--- config.mk ---
export PLATFORM = sky130hd
export DESIGN_NAME = msrtc_timebase
export DESIGN_NICKNAME = d
export VERILOG_FILES = /design/src/rtl/msrtc_pkg.sv /design/src/rtl/msrtc_rst_sync.sv /design/src/rtl/msrtc_ms_counter.sv /design/src/rtl/msrtc_sec_counter.sv /design/src/rtl/msrtc_regs.sv /design/src/rtl/msrtc_timebase.sv
export SDC_FILE = /design/constraint.sdc
export NUM_CORES = 1
export LEC_CHECK = 0
export BUFFER_PORTS_ARGS = -buffer_cell sky130_fd_sc_hd__buf_2
export CAP_MARGIN = 20
export CORE_MARGIN = 2
export CORE_UTILIZATION = 59
export DETAILED_ROUTE_END_ITERATION = 8
export MAX_ROUTING_LAYER = met4
export PLACE_DENSITY = 0.79
export SYNTH_ARGS = -nofsm -noshare
export SYNTH_HDL_FRONTEND = slang
export SYNTH_SLANG_ARGS = --single-unit
--- constraint.sdc ---
create_clock -name clk_i -period 3.7 [get_ports clk_i]
set_input_delay 0.555 -clock clk_i [delete_from_list [all_inputs] [get_ports clk_i]]
set_output_delay 0.555 -clock clk_i [all_outputs]
set_load 0.005 [all_outputs]
--- src/rtl/msrtc_pkg.sv ---
package msrtc_pkg;
  localparam int ADDR_W = 5;
  localparam logic [ADDR_W-1:0] ADDR_SEC_LIVE = 5'h08;
  localparam logic [ADDR_W-1:0] ADDR_SEC_SNAP = 5'h0C;
  localparam logic [ADDR_W-1:0] ADDR_MSEC     = 5'h10;
endpackage

--- src/rtl/msrtc_rst_sync.sv ---
module msrtc_rst_sync #(
  parameter int STAGES = 2
) (
  input  logic clk_i,
  input  logic rst_ni,
  output logic rst_sync_no
);
  logic [STAGES-1:0] sync_q;

  always_ff @(posedge clk_i or negedge rst_ni) begin
    if (!rst_ni) sync_q <= '0;
    else         sync_q <= {sync_q[STAGES-2:0], 1'b1};
  end

  assign rst_sync_no = sync_q[STAGES-1];
endmodule

--- src/rtl/msrtc_ms_counter.sv ---
module msrtc_ms_counter #(
  parameter int TICKS = 1000,
  parameter int MS_W  = 10
) (
  input  logic            clk_i,
  input  logic            rst_ni,
  input  logic            tick_i,
  output logic [MS_W-1:0] ms_q_o,
  output logic [MS_W-1:0] ms_d_o,
  output logic            wrap_o
);
  localparam logic [MS_W-1:0] LAST = MS_W'(TICKS - 1);

  logic [MS_W-1:0] ms_q, ms_d;
  logic            wrap;

  always_comb begin
    wrap = tick_i && (ms_q == LAST);
    ms_d = ms_q;
    if (tick_i) ms_d = wrap ? '0 : ms_q + 1'b1;
  end

  always_ff @(posedge clk_i or negedge rst_ni) begin
    if (!rst_ni)     ms_q <= '0;
    else if (tick_i) ms_q <= ms_d;
  end

  assign ms_q_o = ms_q;
  assign ms_d_o = ms_d;
  assign wrap_o = wrap;
endmodule

--- src/rtl/msrtc_sec_counter.sv ---
module msrtc_sec_counter #(
  parameter int SEC_W = 32
) (
  input  logic             clk_i,
  input  logic             rst_ni,
  input  logic             inc_i,
  output logic [SEC_W-1:0] sec_q_o,
  output logic [SEC_W-1:0] sec_d_o
);
  logic [SEC_W-1:0] sec_q, sec_d;

  always_comb begin
    sec_d = sec_q;
    if (inc_i) sec_d = sec_q + 1'b1;
  end

  always_ff @(posedge clk_i or negedge rst_ni) begin
    if (!rst_ni)    sec_q <= '0;
    else if (inc_i) sec_q <= sec_d;
  end

  assign sec_q_o = sec_q;
  assign sec_d_o = sec_d;
endmodule

--- src/rtl/msrtc_regs.sv ---
module msrtc_regs
  import msrtc_pkg::*;
#(
  parameter int MS_W   = 10,
  parameter int DATA_W = 32
) (
  input  logic              clk_i,
  input  logic              rst_ni,
  input  logic              rd_en_i,
  input  logic [ADDR_W-1:0] rd_addr_i,
  input  logic [MS_W-1:0]   ms_d_i,
  input  logic [DATA_W-1:0] sec_d_i,
  output logic [DATA_W-1:0] snap_q_o,
  output logic [DATA_W-1:0] rd_data_o
);
  logic [DATA_W-1:0] snap_q, snap_d, rdat_q, rdat_d;
  logic              sel_ms, snap_en;

  always_comb begin
    sel_ms  = rd_en_i && (rd_addr_i == ADDR_MSEC);
    snap_en = sel_ms;
    snap_d  = sec_d_i;
    unique case (rd_addr_i)
      ADDR_MSEC:     rdat_d = {{(DATA_W-MS_W){1'b0}}, ms_d_i};
      ADDR_SEC_LIVE: rdat_d = sec_d_i;
      ADDR_SEC_SNAP: rdat_d = snap_q;
      default:       rdat_d = '0;
    endcase
  end

  always_ff @(posedge clk_i or negedge rst_ni) begin
    if (!rst_ni)      snap_q <= '0;
    else if (snap_en) snap_q <= snap_d;
  end

  always_ff @(posedge clk_i or negedge rst_ni) begin
    if (!rst_ni)      rdat_q <= '0;
    else if (rd_en_i) rdat_q <= rdat_d;
  end

  assign snap_q_o  = snap_q;
  assign rd_data_o = rdat_q;
endmodule

--- src/rtl/msrtc_timebase.sv ---
module msrtc_timebase
  import msrtc_pkg::*;
#(
  parameter int TICKS_PER_SEC = 1000,
  parameter int SEC_W         = 32
) (
  input  logic              clk_i,
  input  logic              rst_ni,
  input  logic              tick_i,
  input  logic              rd_en_i,
  input  logic [ADDR_W-1:0] rd_addr_i,
  output logic [SEC_W-1:0]  rd_data_o
);
  localparam int MS_W = $clog2(TICKS_PER_SEC);

  logic             rst_s_n;
  logic [MS_W-1:0]  ms_q, ms_d;
  logic             wrap;
  logic [SEC_W-1:0] sec_q, sec_d, snap_q;

  msrtc_rst_sync #(.STAGES(2)) u_rst (
    .clk_i(clk_i), .rst_ni(rst_ni), .rst_sync_no(rst_s_n)
  );

  msrtc_ms_counter #(.TICKS(TICKS_PER_SEC), .MS_W(MS_W)) u_ms (
    .clk_i(clk_i), .rst_ni(rst_s_n), .tick_i(tick_i),
    .ms_q_o(ms_q), .ms_d_o(ms_d), .wrap_o(wrap)
  );

  msrtc_sec_counter #(.SEC_W(SEC_W)) u_sec (
    .clk_i(clk_i), .rst_ni(rst_s_n), .inc_i(wrap),
    .sec_q_o(sec_q), .sec_d_o(sec_d)
  );

  msrtc_regs #(.MS_W(MS_W), .DATA_W(SEC_W)) u_regs (
    .clk_i(clk_i), .rst_ni(rst_s_n), .rd_en_i(rd_en_i), .rd_addr_i(rd_addr_i),
    .ms_d_i(ms_d), .sec_d_i(sec_d), .snap_q_o(snap_q), .rd_data_o(rd_data_o)
  );
endmodule

==> flow_metrics.tcl, run 1 <==
set metrics [dict create \
    status "completed" \
    layout.nets 530 \
    fin_skew_ps 15.0 \
    drt-total-wl_um 9970 \
    final_hold_viol_count 0 \
    dieArea_sq_um 8740 \
    antenna_found_initial 0 \
    yosys.area.top_type "dfrtp_1" \
    drt_iter0_markers 198 \
    cts_root_buf "clkbuf_8" \
    ant_nets 0 \
    synth_flop_cell "dfrtp_1" \
    io_pins 41 \
    regArea_sq_um 2710 \
    io_buffers 40 \
    worstSkewPairLatency_ps 370 \
    grt_pass1_vias 3534 \
    wl_per_cell_um 15.9 \
    drive_above_1_share 0.132 \
    min_period_ps 2700 \
    clockBufferDepth 2 \
    ys_top_cells_by_area "dfrtp_1, nand2_1, xnor2_1" \
    synth_edf_count 0 \
    initial_core_util 0.612 \
    post_cts_buffers 0 \
    final_util 0.673 \
    die_y_um 93.5 \
    vias 3577 \
    finalCritPeriodShare 0.729 \
    p_per_area_nw_per_um2 398 \
    placeableCoreArea_sq_um 7730 \
    rows 32 \
    drc 0 \
    slew_headroom 0.276 \
    cellLeakagePower_nw 2.65 \
    hp-class "register to async pin" \
    cp-start-kind "register" \
    setup-violations-final 0 \
    hpwl_um 6600 \
    cp_slowest_cell "or4_4" \
    cap_violations 0 \
    grt_max_degree 58 \
    tns_ps 0 \
    ys_types 47 \
    syn_avg_cell_area_sq_um 9.85 \
    max_freq_ghz 0.371 \
    grt_setup_unrepaired "false" \
    hold_buffers 1 \
    fill_cells 615 \
    end_kind "register" \
    crit_arrival_ps 2930 \
    ys_ff_latch 108 \
    htreeDepth 3 \
    async_flop_share 1.00 \
    synth_fp_nets 491 \
    cts_tree "yes" \
    critPathRequiredTime_ps 3930 \
    finalWeightedCongestion 0.929 \
    track_usage 0.255 \
    synthCells 480 \
    clk_pin_slew_ps 100 \
    drv_slew 0 \
    peakVddDrop_uv 192 \
    path_max_fanout 11 \
    syn_area_sq_um 4730 \
    area_growth_pct 10.1 \
    critPathMaxStageDelay_ps 680 \
    drt_pass1_iterations 5 \
    yosys_warnings 0 \
    cts_resized 0 \
    drt-vias-per-instance 5.71 \
    crit_type "register to register" \
    crit_chain "ha_1 > nand3_2 > or3_1 > or4_4 > nor4_2 > xnor2_1 > o21ai_0" \
    layout_commonest_cell "dfrtp_1" \
    grt_pass1_wl_um 16600 \
    yosysTopAreaCellShare 0.572 \
    worst_pin_slew_ps 1070 \
    antenna_cells 0 \
    clkSinkCount 108 \
    ys_seq_area_frac 0.572 \
    mostFrequentLayoutCells "dfrtp_1, nand2_1, o21ai_0" \
    critical_path.top_delay_family "simple AND/OR/NAND/NOR gates" \
    multiInputGateArea_sq_um 1790 \
    cts_buffers 9 \
    dieWidth_um 93.5 \
    overflow 0 \
    critPathBufInv 0 \
]
synthesized netlist by cell type, drive strengths merged (5+ instances only):
master	n
clkbuf	18
nand4	5
xor2	9
inv	38
o221ai	8
nor3	11
o21ai	45
and3	30
nor2	24
a21oi	26
nand3	25
dfrtp	108
xnor2	28
nand2	72
per-layer routing:
layer,global-route usage,vias up,wire [um]
li1,-,1706,-
met1,0.324,1758,4340
met2,0.405,98,4930
met3,0.0612,15,520
met4,0.0870,0,183
met5,-,-,0
stage by stage:
stage / area [sq um] / setup slack [ps] / instances / hold slack [ps] / total power, mW
after floorplan: 4730 / 469 / 480 / 259 / 1.40
after global placement: 5030 / 1000 / 609 / 339 / 1.45
after detailed placement: 5030 / 948 / 609 / 337 / 1.46
after CTS: 5200 / 1010 / 626 / 353 / 2.08
after global routing: 5200 / 862 / 626 / 370 / 2.15
final: 5200 / 1000 / 626 / 336 / 2.07
path summary, 6_finish.rpt:
path / start / end / slack (ps) / depth (start not counted)
min in group clk_i: u_rst.sync_q[0] / u_rst.sync_q[1] / 360 / 0
min reg2reg: u_rst.sync_q[1] / u_regs.rd_data_o[2] / 340 / 0
max: u_ms.ms_q_o[0] / u_regs.snap_q_o[26] / 1000 / 7
max reg2reg: u_ms.ms_q_o[0] / u_regs.snap_q_o[26] / 1000 / 7
max in group asynchronous: u_rst.sync_q[1] / u_regs.snap_q_o[12] / 2490 / 1
min: u_rst.sync_q[1] / u_regs.rd_data_o[2] / 340 / 0
sequential cells by signal, summed over array words and instances, names as in the netlist:
name and cells:
u_regs.rd_data_o 32, u_regs.snap_q_o 32, u_sec.sec_q_o 32, u_ms.ms_q_o 10, u_rst.sync_q 2
cell type report:
| type | count | share of cell area |
|---|---|---|
| sequential | 108 | 0.520 |
| timing repair buffer | 49 | 0.0519 |
| clock inverter | 4 | 0.00529 |
| multi-input combinational | 312 | 0.344 |
| inverter | 39 | 0.0281 |
| tap | 102 | 0.0245 |
| clock buffer | 12 | 0.0260 |
logic make-up (layout without fill, tap and decap cells):
group	after synthesis	after routing	share of synthesized area
adders and majority gates	2	2	0.00529
muxes	1	1	0.00238
and+or+nand+nor	180	180	0.189
xor gates and xnor gates	37	37	0.0686
other	1	1	0.000793
AOI/OAI and AO/OA	91	91	0.112
DFF	108	108	0.572
buffers and inverters	60	104	0.0495
report_power, final:
part           switching, mW  internal (mW)
registers             0.0548           1.22
logic                  0.104         0.0627
clock network          0.384          0.245
total                  0.542           1.53
Note: power is estimated with default switching activity, not from simulation.
==> run 2, diff against run 1 <==
--- a/config.mk
+++ b/config.mk
@@ -5,10 +5,11 @@
 export SDC_FILE = /design/constraint.sdc
 export NUM_CORES = 1
 export LEC_CHECK = 0
+export ABC_AREA = 1
 export BUFFER_PORTS_ARGS = -buffer_cell sky130_fd_sc_hd__buf_2
 export CAP_MARGIN = 20
 export CORE_MARGIN = 2
-export CORE_UTILIZATION = 59
+export CORE_UTILIZATION = 60
 export DETAILED_ROUTE_END_ITERATION = 8
 export MAX_ROUTING_LAYER = met4
 export PLACE_DENSITY = 0.79
==> constraint.sdc (replaced) <==
create_clock -name clk_i -period 2.6 [get_ports clk_i]
set_input_delay 0.39 -clock clk_i [delete_from_list [all_inputs] [get_ports clk_i]]
set_output_delay 0.39 -clock clk_i [all_outputs]
set_load 0.005 [all_outputs]
==> flow_metrics.tcl, run 2 <==
set metrics [dict create \
    pre_cts_slack_ps 518 \
    yosys_warnings 0 \
    path_max_fanout 15 \
    end_kind "register" \
    placeableCoreArea_sq_um 9150 \
    worst_pin_slew_ps 658 \
    hold_buffers 1 \
    rows 35 \
    cts_tree "yes" \
    syn_area_sq_um 5600 \
    hpwl_um 10100 \
    setup_ws_ps 501 \
    finalWeightedCongestion 0.968 \
    min_period_ps 2100 \
    antenna_cells 0 \
    clockBufferDepth 2 \
    grt_setup_unrepaired "false" \
    setup-violations-final 0 \
    drt-vias-per-instance 5.57 \
    synth_fa_ha_area_frac 0.00447 \
    die_y_um 101 \
    fin_skew_ps 14.0 \
    tns_ps 0 \
    peakVddDrop_uv 374 \
    synth_flop_cell "dfrtp_1" \
    io_pins 41 \
    grt_pass1_vias 4874 \
    overflow 0 \
    crit_type "register to register" \
    clk_pin_slew_ps 100 \
    ys_top_cells_by_area "dfrtp_1, nand2_1, nand3_1" \
    cap_violations 0 \
    yosysTopAreaCellShare 0.483 \
    ys_types 38 \
    clkSinkCount 108 \
    finalCritPeriodShare 0.807 \
    cellLeakagePower_nw 3.29 \
    max_freq_ghz 0.476 \
    grt_max_degree 47 \
    synth_mux_area_frac 0 \
    critPathRequiredTime_ps 2870 \
    regToRegSetupSlack_ps 500 \
    ant_nets 0 \
    ys_ff_latch 108 \
    drt_iter0_markers 381 \
    dieWidth_um 101 \
    synthSimpleGateAreaFrac 0.389 \
    p_per_area_nw_per_um2 588 \
    synth_fp_nets 762 \
    cts_resized 0 \
    hp-class "input pin to async pin" \
    cp-start-kind "register" \
    slew_headroom 0.561 \
    drt_pass1_iterations 5 \
    htreeDepth 3 \
    synth_top_family_by_area "simple AND/OR/NAND/NOR gates" \
    yosys.area.top_type "dfrtp_1" \
    async_flop_share 1.00 \
    antenna_found_initial 0 \
    track_usage 0.307 \
    dieArea_sq_um 10100 \
    drt-total-wl_um 14000 \
    status "completed" \
    area_growth_pct 9.59 \
    synthCells 751 \
    synthTopCellsByCount "nand2_1, dfrtp_1, inv_1" \
    cts_buffers 9 \
    drc 0 \
    grt_pass1_wl_um 23600 \
    fill_cells 802 \
    synth_edf_count 0 \
    drv_slew 0 \
    layout.nets 802 \
    io_buffers 40 \
    wl_per_cell_um 15.4 \
    layout_commonest_cell "nand2_1" \
    syn_avg_cell_area_sq_um 7.45 \
    drive_above_1_share 0.123 \
    vias 5048 \
    worstSkewPairLatency_ps 370 \
    yosysMostFrequentCell "nand2_1" \
    post_cts_buffers 0 \
    ys_seq_area_frac 0.483 \
    mostFrequentLayoutCells "nand2_1, dfrtp_1, inv_1" \
    initial_core_util 0.611 \
    final_hold_viol_count 0 \
    synthXorXnorAreaFrac 0.0150 \
    synth_compound_area_frac 0.0438 \
    crit_arrival_ps 2370 \
    finalPower_mw 3.61 \
    cts_root_buf "clkbuf_8" \
]
[run 2: metal layers]
metal	GRT usage	wire, um	vias up
met5	-	0	-
met2	0.461	6290	184
met4	0.0780	125	0
met3	0.0562	1020	14
met1	0.437	6550	2388
li1	-	-	2462
[run 2: critical path, cell delays in order, from the launching register on]
cell and delay, ps:
dfrtp_1 390, ha_1 240, nand2_2 110, nor2_4 150
nand3_4 220, nor2_4 380, nand3_1 150, nand3_1 120
nand3_1 100, nand2_1 90, nand2_1 50
[run 2: per-stage QoR]
step / instances / utilization / hold slack (ps) / instance area (sq um)
final: 907 / 0.670 / 306 / 6130
after global routing: 907 / 0.670 / 329 / 6130
after CTS: 907 / 0.670 / 306 / 6130
after detailed placement: 890 / 0.648 / 177 / 5930
after global placement: 890 / 0.648 / 175 / 5930
after floorplan: 751 / - / 94.4 / 5600
[run 2: path summary, 6_finish.rpt]
check / from / end / cells after the start
max: u_ms.ms_q_o[1] / u_regs.rd_data_o[9] / 10
min: rst_ni / u_rst.sync_q[1] / 2
max reg2reg: u_ms.ms_q_o[1] / u_regs.rd_data_o[9] / 10
min reg2reg: u_rst.sync_q[1] / u_ms.ms_q_o[4] / 0
max in group asynchronous: u_rst.sync_q[1] / u_regs.snap_q_o[13] / 1
min in group clk_i: u_rst.sync_q[0] / u_rst.sync_q[1] / 0
[run 2: area by class of cell]
type,count,area [sq um],area share
Sequential cell,108,2710,0.441
Multi-Input combinational cell,553,2540,0.414
Timing Repair Buffer,51,298,0.0486
Inverter,68,255,0.0416
Clock buffer,12,165,0.0269
Tap cell,111,139,0.0226
Clock inverter,4,31.3,0.00510
[run 2: cell families (layout without fill, tap and decap cells)]
family	after synthesis	after routing
xor+xnor	7	7
buf+inv	90	135
flops	108	108
compound gates	44	44
other cells	1	1
simple gates	499	499
fa+ha+maj	2	2
[run 2: power breakdown]
group          internal [mW]  switching (mW)
combinational          0.189           0.370
clock                  0.433           0.580
sequential              1.87           0.159
==> run 3, diff against run 2 <==
==> constraint.sdc (replaced) <==
create_clock -name clk_i -period 2.2 [get_ports clk_i]
set_input_delay 0.33 -clock clk_i [delete_from_list [all_inputs] [get_ports clk_i]]
set_output_delay 0.33 -clock clk_i [all_outputs]
set_load 0.005 [all_outputs]
==> flow_metrics.tcl, run 3 (same netlist as run 2, synthesis figures left out) <==
set metrics [dict create \
    area_growth_pct 10.4 \
    htreeDepth 3 \
    setup-violations-final 0 \
    ant_nets 0 \
    timing.hold.ws_ps 196 \
    drv_slew 0 \
    io_buffers 40 \
    clk_pin_slew_ps 110 \
    track_usage 0.308 \
    overflow 0 \
    drt-vias-per-instance 5.46 \
    crit_arrival_ps 2370 \
    slew_headroom 0.535 \
    crit_top_cell "nand2_1" \
    critPathRequiredTime_ps 2530 \
    drive_above_1_share 0.128 \
    die_y_um 101 \
    fin_skew_ps 16.6 \
    vias 4971 \
    crit_chain "ha_1 > nand2_2 > nor2_1 > nand3_1 > inv_2 > nand2_1 > xnor2_1 > nand2_1 > nand2_1 > nand2_1 > nand2_1" \
    hpwl_um 10300 \
    cts_tree "yes" \
    dieArea_sq_um 10100 \
    finalWeightedCongestion 0.932 \
    finalCritPeriodShare 0.927 \
    mostFrequentLayoutCells "nand2_1, dfrtp_1, inv_1" \
    cts_buffers 9 \
    drc 0 \
    rows 35 \
    hp-class "register to async pin" \
    layout_commonest_cell "nand2_1" \
    dieWidth_um 101 \
    end_kind "register" \
    cellLeakagePower_nw 3.31 \
    clockBufferDepth 2 \
    cts_root_buf "clkbuf_8" \
    placeableCoreArea_sq_um 9150 \
    layout.nets 806 \
    max_freq_ghz 0.490 \
    drt_pass1_iterations 5 \
    antenna_cells 0 \
    drt_iter0_markers 469 \
    critPathMaxStageDelay_ps 390 \
    peakVddDrop_uv 464 \
    design_area_sq_um 6180 \
    min_period_ps 2040 \
    cap_violations 0 \
    wl_per_cell_um 15.5 \
    antenna_found_initial 0 \
    worst_pin_slew_ps 696 \
    initial_core_util 0.611 \
    grt_setup_unrepaired "true" \
    drt-total-wl_um 14200 \
    cp-start-kind "register" \
    p_per_area_nw_per_um2 688 \
    grt_pass1_wl_um 23400 \
    path_max_fanout 11 \
    grt_pass1_vias 4699 \
    status "completed" \
    io_pins 41 \
    cp_slowest_cell "dfrtp_1" \
    fill_cells 763 \
    grt_max_degree 55 \
    clkSinkCount 108 \
    crit_type "register to register" \
    place_area_sq_um 5950 \
    worstSkewPairLatency_ps 380 \
    final_hold_viol_count 0 \
]
[run 3: cell types whose count changed in the layout (fill, tap and decap cells not counted), sizes merged]
cell | previous run | this run
buf | 50 | 54
clkbuf | 12 | 11
clkinv | 2 | 4
clkinvlp | 2 | 0
inv | 68 | 69
[run 3: worst paths after layout]
check	startpoint	to	slack [ps]	cells after the start
setup / recovery	u_ms.ms_q_o[1]	u_regs.rd_data_o[5]	160	11
hold reg to reg	u_rst.sync_q[1]	u_regs.snap_q_o[4]	200	0
min in group clk_i	tick_i	u_ms.ms_q_o[5]	290	3
hold / removal	u_rst.sync_q[1]	u_regs.snap_q_o[4]	200	0
max in group asynchronous	u_rst.sync_q[1]	u_regs.rd_data_o[18]	1430	1
setup reg to reg	u_ms.ms_q_o[1]	u_regs.rd_data_o[5]	160	11
[run 3: worst max-delay path: cells and delay by family, from the launching register on]
| family | cells | cell delay, ps |
|---|---|---|
| buf+inv | 1 | 250 |
| xor+xnor | 1 | 230 |
| flops | 1 | 390 |
| fa+ha+maj | 1 | 240 |
| simple gates | 8 | 860 |
[run 3: where the power goes]
| part | total (mW) | switching, mW | internal [mW] |
|---|---|---|---|
| clock | 1.17 | 0.712 | 0.459 |
| combinational | 0.699 | 0.460 | 0.238 |
| sequential | 2.38 | 0.168 | 2.21 |
[run 3: metrics by stage]
step	cells	setup WS (ps)	util	power [mW]	TNS, ps
2_1_floorplan	751	391	-	2.87	0
3_3_place_gp	891	82.3	0.650	3.10	0
3_5_place_dp	891	61.0	0.650	3.11	0
4_1_cts	908	46.3	0.671	4.25	0
5_1_grt	911	-65.8	0.675	4.47	-79.2
6_report	911	160	0.675	4.25	0
[run 3: layout make-up]
class | count | area, sq um | area share
clock buffers | 11 | 141 | 0.0229
flip-flops and latches | 108 | 2710 | 0.438
multi-input cells | 553 | 2540 | 0.411
clock inverters | 5 | 43.8 | 0.00709
well taps | 111 | 139 | 0.0225
inverters | 68 | 255 | 0.0413
repair buffers | 55 | 353 | 0.0571
[run 3: metal layers]
| layer | vias up | wire, um | global-route usage |
|---|---|---|---|
| li1 | 2459 | - | - |
| met3 | 15 | 1220 | 0.0562 |
| met2 | 200 | 6120 | 0.440 |
| met1 | 2297 | 6670 | 0.456 |
| met4 | 0 | 150 | 0.0790 |
| met5 | - | 0 | - |
[run 3: repair_timing]
item	CTS	global route
endpoints found under the setup margin	0	21
buffers inserted	0	3
hold endpoints to repair	2	0
gates resized for setup	0	2
hold buffers	1	0
